[src/rtl/pdw_pkg.sv]
package pdw_pkg;

  typedef enum logic [2:0] {
    ST_RUN,
    ST_PDOWN,
    ST_STARTUP,
    ST_PINWAIT,
    ST_RSTPULSE
  } pdw_state_e;

  // start-up length in cycles: 2^(base + step*sel)
  function automatic int unsigned pdw_len(input int unsigned sel,
                                          input int unsigned base_log,
                                          input int unsigned step_log);
    return 32'd1 << (base_log + step_log * sel);
  endfunction

endpackage

[src/rtl/pdw_pin_sync.sv]
module pdw_pin_sync #(
  parameter int W      = 2,
  parameter int STAGES = 2
) (
  input  logic         clk,
  input  logic         rst_n,
  input  logic [W-1:0] pin,
  output logic [W-1:0] lvl,
  output logic [W-1:0] fall
);

  for (genvar i = 0; i < W; i++) begin : g_bit
    logic [STAGES-1:0] shr;
    logic              last;

    always_ff @(posedge clk or negedge rst_n) begin
      if (!rst_n) begin
        shr  <= '1;
        last <= 1'b1;
      end else begin
        shr  <= {shr[STAGES-2:0], pin[i]};
        last <= shr[STAGES-1];
      end
    end

    assign lvl[i]  = shr[STAGES-1];
    assign fall[i] = last & ~shr[STAGES-1];
  end

endmodule

[src/rtl/pdw_startup_timer.sv]
module pdw_startup_timer
  import pdw_pkg::*;
#(
  parameter int SEL_W    = 2,
  parameter int BASE_LOG = 4,
  parameter int STEP_LOG = 2
) (
  input  logic             clk,
  input  logic             rst_n,
  input  logic             clr,
  input  logic             run,
  input  logic [SEL_W-1:0] sel,
  output logic             done
);

  localparam int MAX_LOG = BASE_LOG + STEP_LOG * ((1 << SEL_W) - 1);
  localparam int CW      = MAX_LOG + 1;

  logic [CW-1:0] cnt;
  logic [CW-1:0] limit;

  assign limit = CW'(pdw_len(32'(sel), BASE_LOG, STEP_LOG) - 1);
  assign done  = run && (cnt == limit);

  always_ff @(posedge clk or negedge rst_n) begin
    if (!rst_n)             cnt <= '0;
    else if (clr)           cnt <= '0;
    else if (run && !done)  cnt <= cnt + CW'(1);
  end


  count_step_chk: assert property (@(posedge clk) disable iff (!rst_n)
    (run && !done && !clr) |=> (cnt == $past(cnt) + CW'(1)));

endmodule

[src/rtl/pd_wake_seq.sv]
module pd_wake_seq
  import pdw_pkg::*;
#(
  parameter int SEL_W    = 2,
  parameter int BASE_LOG = 4,
  parameter int STEP_LOG = 2
) (
  input  logic             clk,
  input  logic             rst_n,
  input  logic             pd_req,
  input  logic             wake_sel,
  input  logic             int_pin,
  input  logic             rst_pin,
  input  logic [SEL_W-1:0] dly_sel,
  output logic             osc_en,
  output logic             cpu_clk_en,
  output logic             int_rst,
  output logic             irq_pend
);

  localparam int IDX_INT = 0;
  localparam int IDX_RST = 1;

  logic [1:0] pin_lvl;
  logic [1:0] pin_fall;
  pdw_state_e state_q, state_d;
  logic by_rst_q, pulse_q, timer_done;
  logic pd_accept, wake_rst, wake_int, resume;

  pdw_pin_sync #(.W(2), .STAGES(2)) u_sync (
    .clk  (clk),
    .rst_n(rst_n),
    .pin  ({rst_pin, int_pin}),
    .lvl  (pin_lvl),
    .fall (pin_fall)
  );

  pdw_startup_timer #(.SEL_W(SEL_W), .BASE_LOG(BASE_LOG), .STEP_LOG(STEP_LOG)) u_timer (
    .clk  (clk),
    .rst_n(rst_n),
    .clr  (state_q != ST_STARTUP),
    .run  (state_q == ST_STARTUP),
    .sel  (dly_sel),
    .done (timer_done)
  );

  // named events
  assign pd_accept = (state_q == ST_RUN) && pd_req;
  assign wake_rst  = (state_q == ST_PDOWN) && pin_fall[IDX_RST];
  assign wake_int  = (state_q == ST_PDOWN) && pin_fall[IDX_INT] && !pin_fall[IDX_RST];
  assign resume    = (state_d == ST_RUN) && (state_q != ST_RUN);

  always_comb begin
    state_d = state_q;
    unique case (state_q)
      ST_RUN:      if (pd_req) state_d = ST_PDOWN;
      ST_PDOWN: begin
        if (wake_rst)      state_d = ST_STARTUP;
        else if (wake_int) state_d = wake_sel ? ST_PINWAIT : ST_STARTUP;
      end
      ST_STARTUP:  if (timer_done) state_d = by_rst_q ? ST_RSTPULSE : ST_RUN;
      ST_PINWAIT:  if (pin_lvl[IDX_INT]) state_d = ST_RUN;
      ST_RSTPULSE: if (pin_lvl[IDX_RST] && pulse_q) state_d = ST_RUN;
      default:     state_d = ST_RUN;
    endcase
  end

  always_ff @(posedge clk or negedge rst_n) begin
    if (!rst_n) begin
      state_q  <= ST_RUN;
      by_rst_q <= 1'b0;
      pulse_q  <= 1'b0;
      irq_pend <= 1'b0;
    end else begin
      state_q <= state_d;
      if (state_q == ST_PDOWN) by_rst_q <= wake_rst;
      pulse_q <= (state_q == ST_RSTPULSE) && pin_lvl[IDX_RST];
      if (pd_accept)                irq_pend <= 1'b0;
      else if (resume && !by_rst_q) irq_pend <= 1'b1;
    end
  end

  assign osc_en     = (state_q != ST_PDOWN);
  assign cpu_clk_en = (state_q == ST_RUN) || (state_q == ST_RSTPULSE);
  assign int_rst    = (state_q == ST_RSTPULSE);


  pd_enter_chk: assert property (@(posedge clk) disable iff (!rst_n)
    pd_accept |=> (!osc_en && !cpu_clk_en));


  pd_hold_chk: assert property (@(posedge clk) disable iff (!rst_n)
    ((state_q == ST_PDOWN) && !pin_fall[IDX_INT] && !pin_fall[IDX_RST]) |=> !osc_en);


  pin_wait_chk: assert property (@(posedge clk) disable iff (!rst_n)
    ((state_q == ST_PINWAIT) && !pin_lvl[IDX_INT]) |=> !cpu_clk_en);


  rst_hold_chk: assert property (@(posedge clk) disable iff (!rst_n)
    (int_rst && !pin_lvl[IDX_RST]) |=> int_rst);


  rst_no_irq_chk: assert property (@(posedge clk) disable iff (!rst_n)
    $rose(irq_pend) |-> !by_rst_q);

endmodule

[config.mk]
export PLATFORM = sky130hd
export DESIGN_NAME = pd_wake_seq
export DESIGN_NICKNAME = d
export VERILOG_FILES = /design/src/rtl/pdw_pkg.sv /design/src/rtl/pdw_pin_sync.sv /design/src/rtl/pdw_startup_timer.sv /design/src/rtl/pd_wake_seq.sv
export SDC_FILE = /design/constraint.sdc
export NUM_CORES = 1
export LEC_CHECK = 0
export ABC_AREA = 1
export BUFFER_PORTS_ARGS = -buffer_cell sky130_fd_sc_hd__buf_2
export CAP_MARGIN = 20
export CORE_UTILIZATION = 26
export CTS_CLUSTER_DIAMETER = 50
export DETAILED_ROUTE_END_ITERATION = 10
export PLACE_DENSITY = 0.41
export SLEW_MARGIN = 20
export SYNTH_ARGS = -nofsm -noshare
export SYNTH_HDL_FRONTEND = slang
export SYNTH_HIERARCHICAL = 1
export SYNTH_SLANG_ARGS = --single-unit
export TNS_END_PERCENT = 10
[constraint.sdc]
create_clock -name clk -period 1.6 [get_ports clk]
set_input_delay 0.16 -clock clk [delete_from_list [all_inputs] [get_ports clk]]
set_output_delay 0.16 -clock clk [all_outputs]
set_load 0.005 [all_outputs]
==> impl_metrics.ini, run 1 <==
[outcome]
outcome = finished clean

[floorplan]
start_util_pct = 27.4
fp.dieW_um = 75.8
dieArea_um2 = 5750
die_h_um = 75.8
core_area_um2 = 5170
fp-row-count = 26
pin_count = 12

[power_and_ir_drop]
powerDensity_nw_per_um2 = 980
peakVddDrop_v = 0.000360
p_leak_nw = 1.00

[detailed_routing]
drt-initial-drc-count = 41
drc_errors = 0
wl_per_cell_um = 10.4
dr_total_vias = 1273
ant_nets = 0
drt-total-wl_um = 3230
vias_per_cell = 4.12
dr.pass1.iters = 4

[logic_synthesis]
syn_area_per_cell_um2 = 6.98
seq_area_frac_synth_pct = 41.2
synth.cell_area_um2 = 1420
synth_cell_types = 23
synth-seq-cells = 23
syn_nets = 212
synth-warning-count = 6
syn_inst = 203

[grt]
grt_antenna_before_repair = 0
grt_pass1_wl_um = 5380
grt_max_degree = 24
grt.total_usage_pct = 12.4
grt_pass1_vias = 1182
grt.overflow.total = 0

[cts]
cts_root_buf = clkbuf_8
clkSinkCount = 23
insertion_delay_ns = 0.27
cts_buffers = 3
cts_tree = done
clockBufferDepth = 2
htreeDepth = 1
cts.clk_slew.worst_paths_ns = 0.09

[placed_design]
numPortBuffers = 11
place_congestion = 0.785
place_area_um2 = 1720
hpwl_um = 2480

[final_layout]
finalNetCount = 249
fin_area_um2 = 1830
area_growth_pct = 28.9
drive_above_1_share_pct = 28.9
n_fill_cell = 554
layout_commonest_cell = nand2_1
antennaDiodeCount = 0
mostFrequentLayoutCells = 49 x nand2_1, 32 x inv_1, 24 x nor2_1

[sta]
drv_slew = 0
finalHoldViolations = 0
relSlewSlack_pct = 64.0
fin_setup_tns_ns = 0
skew_ns = 0.00463
timing.fmax_ghz = 0.653
setup_viol = 0
tightest_slew_ns = 0.540
period_needed_ns = 1.53
fin_crit_sh_pct = 95.7
grt_setup_unrepaired = true

[critical_path]
crit_start = u_timer/cnt[1]
worstSetupStartpointType = flop
endpoint_kind = flop
crit_arrival_ns = 1.69
critPathKind = flop to flop
reg2reg_depth = 14
r2r_start = u_timer/cnt[1]
worstPathMaxFanout = 2
crit_required_ns = 1.76

[hold_path]
worstHoldPathCells = 4
hp-start = pd_req
min-delay-path-class = input port to flop

[run]
maxCapViolCount = 0
layer usage:
metal  wire length [um]  up-vias  track usage, %  part of all wire [%]
met5                  0        -               0                     0
li1                   -      698               -                     -
met4                 22        0            3.09                  0.68
met1               1690      565            17.3                    52
met3                 61        2            2.91                   1.9
met2               1450        8            19.3                    45
registers in the layout, indices dropped and copies added, names as in the netlist:
register / flops
state_q: 3
by_rst_q: 1
u_sync/g_bit.last: 2
u_timer/cnt: 11
u_sync/g_bit.shr: 4
pulse_q: 1
irq_pend: 1
where the power goes:
group	leakage (nW)	switching [mW]	total [mW]	internal, mW
combinational	0.685	0.441	0.715	0.274
clock	0.0217	0.198	0.374	0.176
sequential	0.293	0.0468	0.701	0.654
total	1.00	0.685	1.79	1.10
repair_timing:
item	CTS	global route
hold endpoints to repair	19	0
pin swaps	4	3
endpoints found under the setup margin	1	3
gates resized for setup	4	1
hold buffers	3	0
setup buffers	2	0
cells in the mapped netlist:
library cell,n,area [um2]
a21boi_1,1,7.51
a21oi_1,1,5.00
buf_1,1,3.75
buf_2,2,10.0
buf_4,2,15.0
buf_6,1,11.3
dfrtp_1,17,425
dfstp_2,6,158
ha_1,1,12.5
inv_1,32,120
inv_2,5,18.8
nand2_1,50,188
nand2_2,3,18.8
nand3_1,23,115
nand3_2,2,20.0
nand3b_1,1,7.51
nand4_1,11,68.8
nor2_1,27,101
nor2_2,8,50.1
nor3_1,2,10.0
o21ai_0,3,15.0
o21ai_2,1,8.76
xor2_1,3,26.3
path summary, 6_finish.rpt:
path | end | slack [ns]
min in group asynchronous | state_q[0] | 0.41
worst max-delay path | irq_pend | 0.07
worst max register to register | irq_pend | 0.07
max in group asynchronous | u_sync/g_bit[1].shr[1] | 0.83
worst min-delay path | irq_pend | 0.22
worst min register to register | u_sync/g_bit[0].shr[1] | 0.36
through the flow:
stage	power (mW)	hold WS [ns]	utilization [%]	instances	worst slack, ns
after floorplan	1.15	-0.136	-	203	-0.0482
after global placement	1.43	0.190	33.2	300	-0.0425
after detailed placement	1.42	0.183	33.2	300	-0.0403
after CTS	1.81	0.208	35.2	309	0.0171
after global routing	1.94	0.255	35.3	309	-0.134
final	1.79	0.221	35.3	309	0.0693
layout make-up:
type / count / area [um2] / share of cell area (%)
sequential: 23 / 583 / 31.9
tap: 70 / 87.6 / 4.80
clock inverter: 1 / 7.51 / 0.411
inverter: 37 / 139 / 7.61
timing repair buffer: 38 / 278 / 15.2
multi-input combinational: 137 / 689 / 37.8
clock buffer: 3 / 41.3 / 2.26
critical path, stage by stage (launching register included):
cell	delay, ns
dfrtp_1	0.40
ha_4	0.17
nand3_4	0.08
inv_2	0.07
nand2_2	0.07
nor2_4	0.10
nand2_2	0.07
nor2_2	0.08
nand2_1	0.05
inv_1	0.04
nand3_1	0.06
nand2_1	0.08
nor2_1	0.04
nand3_1	0.07
nand2_1	0.05
cells by family (layout without fill, tap and decap cells):
kind of cell / count (synthesis) / in the layout / share of synthesized area (%)
AND/OR/NAND/NOR: 127 / 127 / 40.9
buffers and inverters: 43 / 79 / 12.6
flip-flops: 23 / 23 / 41.2
AO/OA/AOI/OAI: 6 / 6 / 2.56
XOR/XNOR: 3 / 3 / 1.86
adder cells (fa/ha/maj): 1 / 1 / 0.883
No activity file was read; power rests on OpenSTA's default activity.
==> run 2, diff against run 1 <==
--- a/config.mk
+++ b/config.mk
@@ -5,7 +5,6 @@
 export SDC_FILE = /design/constraint.sdc
 export NUM_CORES = 1
 export LEC_CHECK = 0
-export ABC_AREA = 1
 export BUFFER_PORTS_ARGS = -buffer_cell sky130_fd_sc_hd__buf_2
 export CAP_MARGIN = 20
 export CORE_UTILIZATION = 26
==> constraint.sdc (replaced) <==
create_clock -name clk -period 1.6 [get_ports clk]
set_input_delay 0.16 -clock clk [delete_from_list [all_inputs] [get_ports clk]]
set_output_delay 0.16 -clock clk [all_outputs]
set_load 0.05 [all_outputs]
==> run 2 against run 1 <==
Net effect: the run now ends with negative setup slack left; via count fell by 19%; clock-buffer cell count did not move; hold slack improved by 0.069 ns; clock skew fell by 0.0023 ns; sequential power fell by 1%; final area fell by 7.5%; cell count fell by 33%; maximum frequency fell by 20%; power rose by 2.7%; die area fell by 14%; routed wire length fell by 12%; global-route usage rose by 0.33 points; critical endpoint is now u_timer/cnt[7]; largest power group unchanged; highest routed layer unchanged.
==> impl_metrics.ini, run 2 <==
[cts]
insertion_delay_ns = 0.27
cts_buffers = 3
cts.clk_slew.worst_paths_ns = 0.09
cts_root_buf = clkbuf_8
clkSinkCount = 23
clockBufferDepth = 2
cts_setup_buffers = 0
htreeDepth = 1
cts_tree = done

[sta]
fin_crit_sh_pct = 119
finalHoldViolations = 0
setup_ws_ns = -0.304
skew_ns = 0.00236
drv_slew = 0
setup_viol = 13
timing.fmax_ghz = 0.525
fin_setup_tns_ns = -2.43
grt_setup_unrepaired = true
tightest_slew_ns = 0.537
relSlewSlack_pct = 64.2
period_needed_ns = 1.90

[critical_path]
critPathKind = flop to flop
endpoint_kind = flop
crit_start = state_q[2]
r2r-end = u_timer/cnt[7]
r2r_start = state_q[2]
worstPathMaxFanout = 3
reg2reg_slack_ns = -0.30
crit_arrival_ns = 2.07
endpoint = u_timer/cnt[7]
reg2reg_depth = 7
worstSetupStartpointType = flop
crit_required_ns = 1.76

[placed_design]
dp_cells = 201
post-place-ws_ns = -0.352
place_congestion = 0.705
numPortBuffers = 11
hpwl_um = 2150

[floorplan]
core_area_um2 = 4410
fp.dieW_um = 70.2
die_h_um = 70.2
pin_count = 12
fp-row-count = 24
start_util_pct = 27.4
dieArea_um2 = 4930

[final_layout]
regArea_um2 = 583
drive_above_1_share_pct = 46.2
largest_reg_flops = 11
top_regs = u_timer/cnt: 11 flops, u_sync/g_bit.shr: 4 flops, state_q: 3 flops
mostFrequentLayoutCells = 26 x buf_4, 17 x dfrtp_1, 9 x buf_2
final_cells = 208
finalNetCount = 166
layout_commonest_cell = buf_4
multi_input_area_um2 = 684
area_growth_pct = 39.8
antennaDiodeCount = 0
n_fill_cell = 442
regMostFlops = u_timer/cnt

[grt]
grt_antenna_before_repair = 0
grt_max_degree = 24
grt_pass1_vias = 1081
grt_pass1_wl_um = 5000
grt.total_usage_pct = 12.7
grt.overflow.total = 0

[logic_synthesis]
syn_nets = 125
synthArstFlopShare_pct = 100
syn_area_per_cell_um2 = 10.4
synth.cell_area_um2 = 1210
synth_top_cell_area_share_pct = 35.2
synth-edff-count = 0
seq_area_frac_synth_pct = 48.2
synth-seq-cells = 23
yosys-top-cells-area = dfrtp_1 35%, dfstp_2 13%, a21oi_1 2.9%
syn_inst = 116
synthTopCellsByCount = 17 x dfrtp_1, 8 x nand2_1, 7 x a21oi_1, 7 x nor2_1
synth-warning-count = 6
synth_top_cell_by_area = dfrtp_1
ys.flop_type = dfrtp_1
synth_cell_types = 51
yosysMostFrequentCell = dfrtp_1

[hold_path]
worstHoldPathCells = 4
min-delay-path-class = input port to flop

[detailed_routing]
ant_nets = 0
vias_per_cell = 4.97
dr.pass1.iters = 4
dr_total_vias = 1034
wl_per_cell_um = 13.6
drc_errors = 0
drt-initial-drc-count = 40
drt-total-wl_um = 2830

[run]
maxCapViolCount = 0

[power_and_ir_drop]
p_leak_nw = 0.713
power.total_mw = 1.84
peakVddDrop_v = 0.000312
powerDensity_nw_per_um2 = 1090

[outcome]
violations = negative setup slack
outcome = finished, violations left
run 2: changes by cell type after synthesis, sizes merged, moves of 6 or more:
cell,change
nor2,-28
nand3,-19
nand4,-10
nand2,-45
inv,-30
a21oi,+6
run 2: worst max-delay path, stage by stage (launching register included):
cell and delay (ns):
dfrtp_1 0.40, or3b_4 0.42, inv_4 0.07, nand2_4 0.06, or3_4 0.39, a311oi_2 0.23
xnor2_1 0.17, nor2_1 0.06
run 2: logic make-up (layout without fill, tap and decap cells):
| group | count (synthesis) | after routing | share of synthesized area (%) |
|---|---|---|---|
| XOR/XNOR | 4 | 4 | 2.90 |
| buffers and inverters | 10 | 50 | 3.73 |
| adder cells (fa/ha/maj) | 1 | 1 | 1.04 |
| multiplexers | 2 | 2 | 1.86 |
| flip-flops | 23 | 23 | 48.2 |
| AO/OA/AOI/OAI | 30 | 30 | 18.9 |
| AND/OR/NAND/NOR | 46 | 46 | 23.3 |
run 2: worst min path at each step:
stage	start	to	slack, ns
finish	pd_req	irq_pend	0.29
global route	pd_req	irq_pend	0.32
CTS	pd_req	irq_pend	0.28
detailed placement	rst_n	u_timer/cnt[8]	0.18
global placement	rst_n	u_timer/cnt[9]	0.18
floorplan	rst_n	by_rst_q	-0.14
run 2: final cells by class:
type | instances | area share (%)
Clock buffer | 3 | 2.44
Clock inverter | 1 | 0.296
Timing Repair Buffer | 39 | 16.7
Tap cell | 52 | 3.85
Multi-Input combinational cell | 83 | 40.5
Sequential cell | 23 | 34.5
Inverter | 7 | 1.70
run 2: per-layer routing:
metal | GRT usage (%) | share of wire (%) | vias to the layer above | routed length (um)
met4 | 4.00 | 1.0 | 0 | 29
met5 | 0 | 0 | - | 0
met2 | 20.2 | 46 | 9 | 1300
met3 | 2.16 | 2.1 | 4 | 59
li1 | - | - | 518 | -
met1 | 17.7 | 51 | 503 | 1450
run 2: through the flow:
| step | cell area, um2 | hold WS [ns] | utilization (%) |
|---|---|---|---|
| after global routing | 1690 | 0.320 | 38.3 |
| final | 1690 | 0.291 | 38.3 |
| after global placement | 1540 | 0.178 | 34.9 |
| after CTS | 1660 | 0.285 | 37.6 |
| after detailed placement | 1540 | 0.179 | 34.9 |
| after floorplan | 1250 | -0.136 | - |
run 2: what timing repair did:
action | in CTS | in global routing
resized for setup | 10 | 7
endpoints found under the setup margin | 15 | 16
pin swaps | 5 | 7
endpoints found under the hold margin | 19 | 0
hold buffers | 3 | 0
run 2: where the power goes:
group / leakage, nW / switching [mW] / internal [mW]
clock network: 0.0255 / 0.199 / 0.174
registers: 0.293 / 0.0392 / 0.654
logic: 0.394 / 0.480 / 0.291
total: 0.713 / 0.719 / 1.12
